--- config.mk ---
export PLATFORM = sky130hd
export DESIGN_NAME = cfg_space_regs
export DESIGN_NICKNAME = d
export VERILOG_FILES = /design/src/rtl/cfg_pkg.sv /design/src/rtl/cfg_write_policy.sv /design/src/rtl/cfg_byte_store.sv /design/src/rtl/cfg_read_port.sv /design/src/rtl/cfg_space_regs.sv
export SDC_FILE = /design/constraint.sdc
export NUM_CORES = 2
export LEC_CHECK = 0
export BUFFER_PORTS_ARGS = -buffer_cell sky130_fd_sc_hd__buf_2
export CORE_MARGIN = 5
export CORE_UTILIZATION = 47
export DETAILED_ROUTE_END_ITERATION = 6
export PLACE_DENSITY = 0.73
export SETUP_SLACK_MARGIN = 0.3
export SLEW_MARGIN = 0
export SYNTH_ARGS = -nofsm -noshare
export SYNTH_HDL_FRONTEND = slang
export SYNTH_SLANG_ARGS = --single-unit
--- constraint.sdc ---
create_clock -name clk_i -period 7.7 [get_ports clk_i]
set_input_delay 0.77 -clock clk_i [delete_from_list [all_inputs] [get_ports clk_i]]
set_output_delay 0.77 -clock clk_i [all_outputs]
set_load 0.01 [all_outputs]
--- src/rtl/cfg_pkg.sv ---
package cfg_pkg;
  localparam int CFG_AW   = 8;
  localparam int CFG_DW   = 8;
  localparam int LOCK_OFF = 'h70;
  localparam int LOCK_BIT = 3;

  typedef enum logic [1:0] {
    K_RO   = 2'd0,
    K_MASK = 2'd1,
    K_W1C  = 2'd2,
    K_LOCK = 2'd3
  } wr_kind_e;

  typedef struct packed {
    wr_kind_e          kind;
    logic [CFG_DW-1:0] keep;
    logic [CFG_DW-1:0] force1;
  } wr_rule_t;

  function automatic wr_rule_t rule_of(input logic [CFG_AW-1:0] a);
    wr_rule_t r;
    r.kind   = K_RO;
    r.keep   = '0;
    r.force1 = '0;
    case (a) inside
      8'h04, 8'h43, 8'h44, 8'h45, 8'h46, 8'h48, 8'h4A,
      [8'h4C:8'h4F], 8'h50, 8'h51, 8'h52, 8'h54, 8'h55, 8'h56,
      8'h59, 8'h5A, 8'h5C, [8'h60:8'h6F], 8'h70, 8'h71,
      8'h76, 8'h77: begin
        r.kind = K_MASK; r.keep = 8'hFF;
      end
      8'h05: begin r.kind = K_MASK; r.keep = 8'h01; end
      8'h0D: begin r.kind = K_MASK; r.keep = 8'hF8; end
      8'h40: begin r.kind = K_MASK; r.keep = 8'hF1; end
      8'h41: begin r.kind = K_MASK; r.keep = 8'hD6; r.force1 = 8'h08; end
      8'h42: begin r.kind = K_MASK; r.keep = 8'hF7; end
      8'h47: begin r.kind = K_MASK; r.keep = 8'hFC; end
      8'h49: begin r.kind = K_MASK; r.keep = 8'h73; end
      8'h57: begin r.kind = K_MASK; r.keep = 8'h60; end
      8'h58: begin r.kind = K_MASK; r.keep = 8'h86; end
      8'h5B: begin r.kind = K_MASK; r.keep = 8'h4F; end
      8'h5D: begin r.kind = K_MASK; r.keep = 8'h53; end
      8'h5F: begin r.kind = K_MASK; r.keep = 8'h7F; end
      8'h72: begin r.kind = K_MASK; r.keep = 8'h0F; end
      8'h74: begin r.kind = K_MASK; r.keep = 8'h2B; end
      8'h80: begin r.kind = K_MASK; r.keep = 8'h84; end
      8'h81: begin r.kind = K_MASK; r.keep = 8'h81; end
      8'h83: begin r.kind = K_MASK; r.keep = 8'h10; end
      8'h07: begin r.kind = K_W1C;  r.keep = 8'hF8; end
      [8'h2C:8'h2F]: begin r.kind = K_LOCK; r.keep = 8'hFF; end
      default: ;
    endcase
    return r;
  endfunction

  function automatic logic [CFG_DW-1:0] id_byte(input logic [1:0] idx);
    case (idx)
      2'd0:    return 8'hB9;
      2'd1:    return 8'h10;
      2'd2:    return 8'h31;
      default: return 8'h15;
    endcase
  endfunction

  function automatic logic [CFG_DW-1:0] default_of(input logic [CFG_AW-1:0] a);
    case (a) inside
      [8'h00:8'h03], [8'h2C:8'h2F]: return id_byte(a[1:0]);
      8'h04:         return 8'h06;
      8'h07:         return 8'h04;
      8'h08:         return 8'hB0;
      8'h0B:         return 8'h06;
      8'h0D:         return 8'h20;
      8'h52:         return 8'hF0;
      8'h54, 8'h55:  return 8'hFF;
      8'h59, 8'h5A:  return 8'h20;
      8'h70:         return 8'h22;
      [8'h60:8'h6F]: return a[0] ? 8'h40 : 8'h08;
      default:       return 8'h00;
    endcase
  endfunction
endpackage

--- src/rtl/cfg_write_policy.sv ---
module cfg_write_policy
  import cfg_pkg::*;
#(
  parameter int ADDR_W = CFG_AW,
  parameter int DATA_W = CFG_DW
) (
  input  logic [ADDR_W-1:0] addr_i,
  input  logic [DATA_W-1:0] wdata_i,
  input  logic [DATA_W-1:0] cur_i,
  input  logic              lock_i,
  output logic [DATA_W-1:0] nxt_o
);
  wr_rule_t rule;

  always_comb begin
    rule = rule_of(addr_i);
    unique case (rule.kind)
      K_MASK:  nxt_o = (wdata_i & rule.keep) | rule.force1;
      K_W1C:   nxt_o = cur_i & ~(wdata_i & rule.keep);
      K_LOCK:  nxt_o = lock_i ? (wdata_i & rule.keep) : cur_i;
      default: nxt_o = cur_i;
    endcase
  end
endmodule

--- src/rtl/cfg_byte_store.sv ---
module cfg_byte_store
  import cfg_pkg::*;
#(
  parameter int ADDR_W = CFG_AW,
  parameter int DATA_W = CFG_DW
) (
  input  logic              clk_i,
  input  logic              rst_ni,
  input  logic              we_i,
  input  logic [ADDR_W-1:0] addr_i,
  input  logic [DATA_W-1:0] nxt_i,
  output logic [DATA_W-1:0] cur_o,
  output logic              lock_o
);
  localparam int DEPTH = 1 << ADDR_W;

  logic [DATA_W-1:0] mem_q [DEPTH];

  always_ff @(posedge clk_i or negedge rst_ni) begin
    if (!rst_ni) begin
      for (int i = 0; i < DEPTH; i++) mem_q[i] <= default_of(ADDR_W'(i));
    end else if (we_i) begin
      mem_q[addr_i] <= nxt_i;
    end
  end

  assign cur_o  = mem_q[addr_i];
  assign lock_o = mem_q[LOCK_OFF][LOCK_BIT];
endmodule

--- src/rtl/cfg_read_port.sv ---
module cfg_read_port #(
  parameter int DATA_W = 8
) (
  input  logic              clk_i,
  input  logic              rst_ni,
  input  logic              re_i,
  input  logic [DATA_W-1:0] cur_i,
  output logic [DATA_W-1:0] rdata_o
);
  always_ff @(posedge clk_i or negedge rst_ni) begin
    if (!rst_ni)   rdata_o <= '0;
    else if (re_i) rdata_o <= cur_i;
  end
endmodule

--- src/rtl/cfg_space_regs.sv ---
module cfg_space_regs
  import cfg_pkg::*;
#(
  parameter int ADDR_W = CFG_AW,
  parameter int DATA_W = CFG_DW
) (
  input  logic              clk_i,
  input  logic              rst_ni,
  input  logic [ADDR_W-1:0] addr_i,
  input  logic              we_i,
  input  logic [DATA_W-1:0] wdata_i,
  input  logic              re_i,
  output logic [DATA_W-1:0] rdata_o
);
  logic [DATA_W-1:0] cur_byte;
  logic [DATA_W-1:0] nxt_byte;
  logic              lock_bit;

  cfg_write_policy #(.ADDR_W(ADDR_W), .DATA_W(DATA_W)) u_policy (
    .addr_i  (addr_i),
    .wdata_i (wdata_i),
    .cur_i   (cur_byte),
    .lock_i  (lock_bit),
    .nxt_o   (nxt_byte)
  );

  cfg_byte_store #(.ADDR_W(ADDR_W), .DATA_W(DATA_W)) u_store (
    .clk_i  (clk_i),
    .rst_ni (rst_ni),
    .we_i   (we_i),
    .addr_i (addr_i),
    .nxt_i  (nxt_byte),
    .cur_o  (cur_byte),
    .lock_o (lock_bit)
  );

  cfg_read_port #(.DATA_W(DATA_W)) u_rd (
    .clk_i   (clk_i),
    .rst_ni  (rst_ni),
    .re_i    (re_i),
    .cur_i   (cur_byte),
    .rdata_o (rdata_o)
  );
endmodule

### Word level (Yosys, flattened, before mapping)

Index checks and enable logic that the tools add are counted.

| word-level totals | value |
|---|---|
| register bits after elaboration | 2056 |
| input port bits | 20 |
| word-level logic and storage cells | 349 |

| cells by class | value |
|---|---|
| magnitude comparators | 8 |
| equality and inequality tests | 41 |
| muxes and demuxes | 33 |
| bitwise gates (word level) | 5 |
| reduce and logical (&&, ||, !) cells | 5 |

Operator list:

| operator | number |
|---|---|
| 2048-bit bitwise mux | 1 |
| 8-bit by 7-bit == test with 1-bit output, second input constant | 31 |
| 10-bit two-way mux | 20 |
| 8-bit binary-select mux with 8-bit select | 1 |
| 8-bit demux with 8-bit select | 1 |
| 8-bit two-way mux | 6 |
| 8-bit by 3-bit == test with 1-bit output, second input constant | 3 |
| 8-bit == test, second input constant | 3 |
| 8-bit one-hot mux with 3 select lines | 1 |
| 22-bit OR reduction | 1 |
| 8-bit bitwise AND | 2 |
| 8-bit by 7-bit >= comparator with 1-bit output, second input constant | 2 |
| 8-bit by 7-bit less-or-equal comparator with 1-bit output, second input constant | 2 |
| 4-bit two-way mux | 3 |
| 9-bit >= comparator, second input constant | 1 |
| 9-bit by 1-bit < comparator with 1-bit output, second input constant | 1 |
| 8-bit NOT with 9-bit output | 1 |
| 8-bit by 4-bit == test with 1-bit output, second input constant | 1 |
| 8-bit by 6-bit >= comparator with 1-bit output, second input constant | 1 |
| 8-bit by 6-bit less-or-equal comparator with 1-bit output, second input constant | 1 |
| 8-bit NOT | 1 |
| 8-bit OR | 1 |
| 2-bit == test, second input constant | 2 |
| 1-bit logical AND | 4 |
| 2-bit by 1-bit == test with 1-bit output, second input constant | 1 |

### Longest topological paths before layout

| depth | value |
|---|---|
| word-level depth | 27 |
| mapped depth | 16 |
| mapped depth without buffers | 8 |

### Cells and area by module

From an unflattened synthesis, not the netlist that was laid out.

| unflattened totals | value |
|---|---|
| cell total of the unflattened synthesis | 6011 |
| area total of the unflattened synthesis | 94185.3 µm² |

By module, submodules not included:

| module | times used | cells each | area each (µm²) | sequential area each (µm²) |
|---|---|---|---|---|
| cfg_byte_store | 1 | 5832 | 92802.8 | 51340.5 |
| cfg_write_policy | 1 | 162 | 1051.0 | 0.0 |
| cfg_read_port | 1 | 17 | 331.6 | 200.2 |

### Worst setup path before layout

No wires, ideal clock.

| timing | value |
|---|---|
| path kind | input -> register |
| start point | input port addr_i[1] |
| end point | register u_store.mem_q[1680] (netlist bit) |
| library setup time | 0.125 ns |
| data arrival time | 3.291 ns |
| required time | 7.575 ns |
| setup slack | 4.284 ns |
| stages | 14 |
| path buffers | 6 |
| cells stage by stage | buf_4 -> buf_6 -> buf_6 -> buf_2 -> buf_4 -> buf_2 -> mux4_2 -> a22oi_1 -> nand3_1 -> a32oi_1 -> nand3_1 -> or2_1 -> o2bb2ai_2 -> mux2_4 |

| between the ends | value |
|---|---|
| longest elaborated chain between the ends | 27 |
| elaborated cells on any way between the ends | 91 |
| those cells by class | order compare: 8; eq/ne: 41; mux: 32; bitwise: 5; reduce/logical: 5 |

RTL lines:

| element | RTL line | RTL |
|---|---|---|
| start: declaration | cfg_space_regs.sv:9 | `input logic [ADDR_W-1:0] addr_i,` |
| 8-bit by 6-bit >= comparator with 1-bit output (not written as such) / 8-bit by 6-bit less-or-equal comparator with 1-bit output (equally long branches) | cfg_write_policy.sv:16 | `rule = rule_of(addr_i);` |
| 1-bit logical AND (not written as such) | cfg_write_policy.sv:16 |  |
| 10-bit two-way mux (20 in a row) | cfg_pkg.sv:25 | `case (a) inside` |
| 8-bit bitwise AND | cfg_write_policy.sv:18, cfg_write_policy.sv:19, cfg_write_policy.sv:20 |  |
| 8-bit NOT | cfg_write_policy.sv:19 | `K_W1C: nxt_o = cur_i & ~(wdata_i & rule.keep);` |
| 8-bit bitwise AND | cfg_write_policy.sv:19 |  |
| 8-bit one-hot mux with 3 select lines | cfg_write_policy.sv:17 | `unique case (rule.kind)` |
| 2048-bit bitwise mux * | cfg_byte_store.sv:23 | `mem_q[addr_i] <= nxt_i;` |
| end signal: indexed assignment | cfg_byte_store.sv:23 |  |
| end: declaration | cfg_byte_store.sv:17 | `logic [DATA_W-1:0] mem_q [DEPTH];` |

Every way passes the cells marked *; elsewhere a longest branch is shown, timed or not. The select of a mux whose other input is x is not followed.
A chain may end at the register's enable or synchronous reset.

### Final worst setup path

| timing | value |
|---|---|
| start point | input port addr_i[4] |
| end point | register u_store.mem_q[1503] (netlist bit) |

The elaborated chain is that of the path after synthesis.

==> out/results.ini <==
[synth]
synth_top_cell_area_share_pct = 61.5
yosys_warnings = 0
ys_ff_latch = 2056
synth-compound-area-share_pct = 5.16
netlist_instances = 6203
yosysMostFrequentCell = dfrtp_1
synthXorXnorAreaFrac_pct = 0.0434
synthSimpleGateAreaFrac_pct = 5.02
seq_area_frac_synth_pct = 63.9
synth_fa_ha_area_share_pct = 0
avgSynthCellArea_um2 = 13.0
synth_top_family_by_area = multiplexers
synth_edf_count = 0
synth_ff_type = dfrtp_1
syn_nets = 6223
yosys-top-cells-area = dfrtp_1 (61%), mux4_2 (14%), clkbuf_1 (7.8%), nand2_1 (2.6%), dfstp_2 (2.4%)
ys_types = 87
yosys-top-cells-count = dfrtp_1 (1983), clkbuf_1 (1684), nand2_1 (566), mux4_2 (508), o21ai_0 (339)
synth_area_mm2 = 0.0807
ys_async_sr_fraction_pct = 100
synth_top_area_cell = dfrtp_1
synth_mux_area_share_pct = 16.3

[detailed_routing]
routedWlPerCell_um = 24.3
drtIter0Drc = 4004
drc = 0
vias = 38900
wl_um = 171000
via_per_inst = 5.53
dr.pass1.iters = 5
ant_nets = 0

[status]
failed_checks = hold timing
status = finished, violations left

[worst_setup_path]
path_cells = buf_2 > buf_4 > and4b_1 > a32oi_1 > o41ai_1 > or4_1 > nor3_2 > o31a_1 > and3_2 > a31oi_1
critical_path.startpoint = addr_i[4]
cp.arrival_ns = 5.19
path_class = in -> reg
end_kind = register
cp_max_fo = 51
critPathMaxStageDelay_ns = 0.95
rr_worst_depth = 8
crit_family = simple AND/OR/NAND/NOR gates
startpoint_type = primary input
worstReg2RegEnd = u_store.mem_q[1503]
critical_path_buf_inv_count = 2
reg2reg_from = u_store.mem_q[1999]
cp_slowest_cell = and3_2
rrSetupSlack_ns = 4.26
worst_ep_required_time_ns = 8.39

[global_route]
grt_use_met1_pct = 28.0
track_usage_pct = 19.5
grt_max_degree = 210
grt_pass1_wl_um = 268000
busiest_layer = met2
use_met3_pct = 4.32
antenna_found_initial = 7
gr-usage-met2_pct = 28.8
grt_pass1_vias = 42100
grt_remaining_overflow = 0

[final_layout]
multi_input_area_mm2 = 0.0215
drive_above_1_share_pct = 22.1
area_delta_synth_final_pct = 3.65
final_area_mm2 = 0.0837
finalNetCount = 4671
seqCellArea_mm2 = 0.0515
fill_cells = 13800

[floorplanning]
floorplan.io_pins = 28
die_h_um = 424
dieArea_mm2 = 0.180
initial_core_util_pct = 47.2
rows = 152
die_x_um = 424
core_area_mm2 = 0.171

[sta]
tns_ns = 0
fmax_ghz = 0.222
skew_ns = 0.0452
drv_slew = 0
rsz0062_at_grt = false
period_share_pct = 58.4
maxSlewHeadroom_pct = 4.24
setup_ws_ns = 3.20
finalSetupViolations = 0
max_slew.worst_pin.slew_ns = 1.43
final-hold-violation-count = 13
min_period_ns = 4.50
whs_ns = -0.0557

[hold_path]
hp-class = in -> async

[cts]
cts_max_path_buffers = 3
cts-root-buf = clkbuf_16
cts_resized = 0
post_cts_buffers = 0
clk_pin_slew_ns = 0.06
numCtsBuffers = 191
cts_hold_buffers = 0
clk_latency_ns = 0.86
cts_sinks = 2056
htreeDepth = 4
cts_tree = built

[placement]
gp_congestion = 0.922
preCtsSetupSlack_ns = 2.44
io_buffer_count = 27
place_area_mm2 = 0.0770
hpwl_um = 108000

[power]
powerDensity_mw_per_mm2 = 260
intPower_mw = 16.8
p_clk_share_pct = 44.9
switching_share_pct = 22.8
p_seq_share_pct = 50.4
irDropWorstVdd_uv = 245
p_comb_share_pct = 4.7
p_sw_mw = 4.96
leakagePower_nw = 38.7

[run]
cap_violations = 0

==> power groups by stage <==
stage	combinational (mW)	clock, mW	sequential [mW]
after floorplan	0.570	0	11.1
after global placement	1.02	0	11.2
after detailed placement	1.04	0	11.2
after CTS	1.05	9.97	11.0
after global routing	1.13	10.4	11.0
final	1.03	9.77	11.0
==> routing by layer <==
metal  up-vias  routed length, um  part of all wire, %
met5         -                  0                    0
met4         0               8300                  4.8
met3       379              11300                  6.6
met2      1329              77300                   45
met1     20200              74500                   43
li1      17000                  -                    -
==> cell type report <==
type                       instances  share of cell area, %
clock inverter                    78                   1.33
tap                             2233                   3.34
sequential                      2056                   61.6
inverter                           7                 0.0404
antenna                            2                0.00598
timing repair buffer             121                   1.30
multi-input combinational       2274                   25.7
clock buffer                     276                   6.63
==> how the worst max path moves through the flow <==
stage	slack, ns	end	cells past startpoint
6_report	3.20	u_store.mem_q[1503]	10
5_1_grt	3.06	u_store.mem_q[1201]	11
4_1_cts	3.35	u_store.mem_q[1690]	11
3_5_place_dp	2.44	u_store.mem_q[1690]	11
3_3_place_gp	2.50	u_store.mem_q[1455]	10
2_1_floorplan	4.28	u_store.mem_q[1680]	14
==> cells by family after synthesis <==
group,Yosys count
buffers and inverters,1873
AOI/OAI and AO/OA,703
muxes,668
and+or+nand+nor,899
DFF,2056
xor gates and xnor gates,4
==> sequential cells by signal (all words and copies together), names as in the netlist <==
name            count
u_rd.rdata_o        8
u_store.mem_q    2047
u_store.lock_o      1
==> stage by stage <==
step | hold slack, ns | power (mW) | util [%] | std cells
2_1_floorplan | 0.421 | 11.7 | - | 6203
3_3_place_gp | 0.356 | 12.2 | 45.0 | 6691
3_5_place_dp | 0.357 | 12.2 | 45.0 | 6691
4_1_cts | 0.0239 | 22.0 | 48.9 | 7045
5_1_grt | 0.0288 | 22.5 | 48.9 | 7046
6_report | -0.0557 | 21.8 | 48.9 | 7047
==> worst reg2reg max path: cells and delay by family (launching register included) <==
kind             cells  cell delay (ns)
AO/OA/AOI/OAI        3             0.98
flip-flops           1             0.37
AND/OR/NAND/NOR      3             1.26
multiplexers         2             0.68
==> layout by cell type (no fill, tap or decap), types with 28 or more instances in the layout <==
cell | Yosys | routed
dfrtp_1 | 1983 | 1983
nand2_1 | 566 | 566
mux4_2 | 508 | 508
o21ai_0 | 339 | 338
clkbuf_16 | 0 | 192
mux2i_1 | 140 | 140
o21ai_1 | 83 | 83
buf_4 | 44 | 79
dfstp_2 | 73 | 73
nor2_1 | 70 | 68
a22oi_1 | 65 | 65
and2_1 | 63 | 63
nand3_1 | 58 | 58
a21oi_1 | 48 | 48
clkbuf_8 | 0 | 43
clkbuf_1 | 1684 | 41
o22ai_1 | 30 | 30
clkinv_2 | 0 | 28
(Power assumes the default switching activity.)
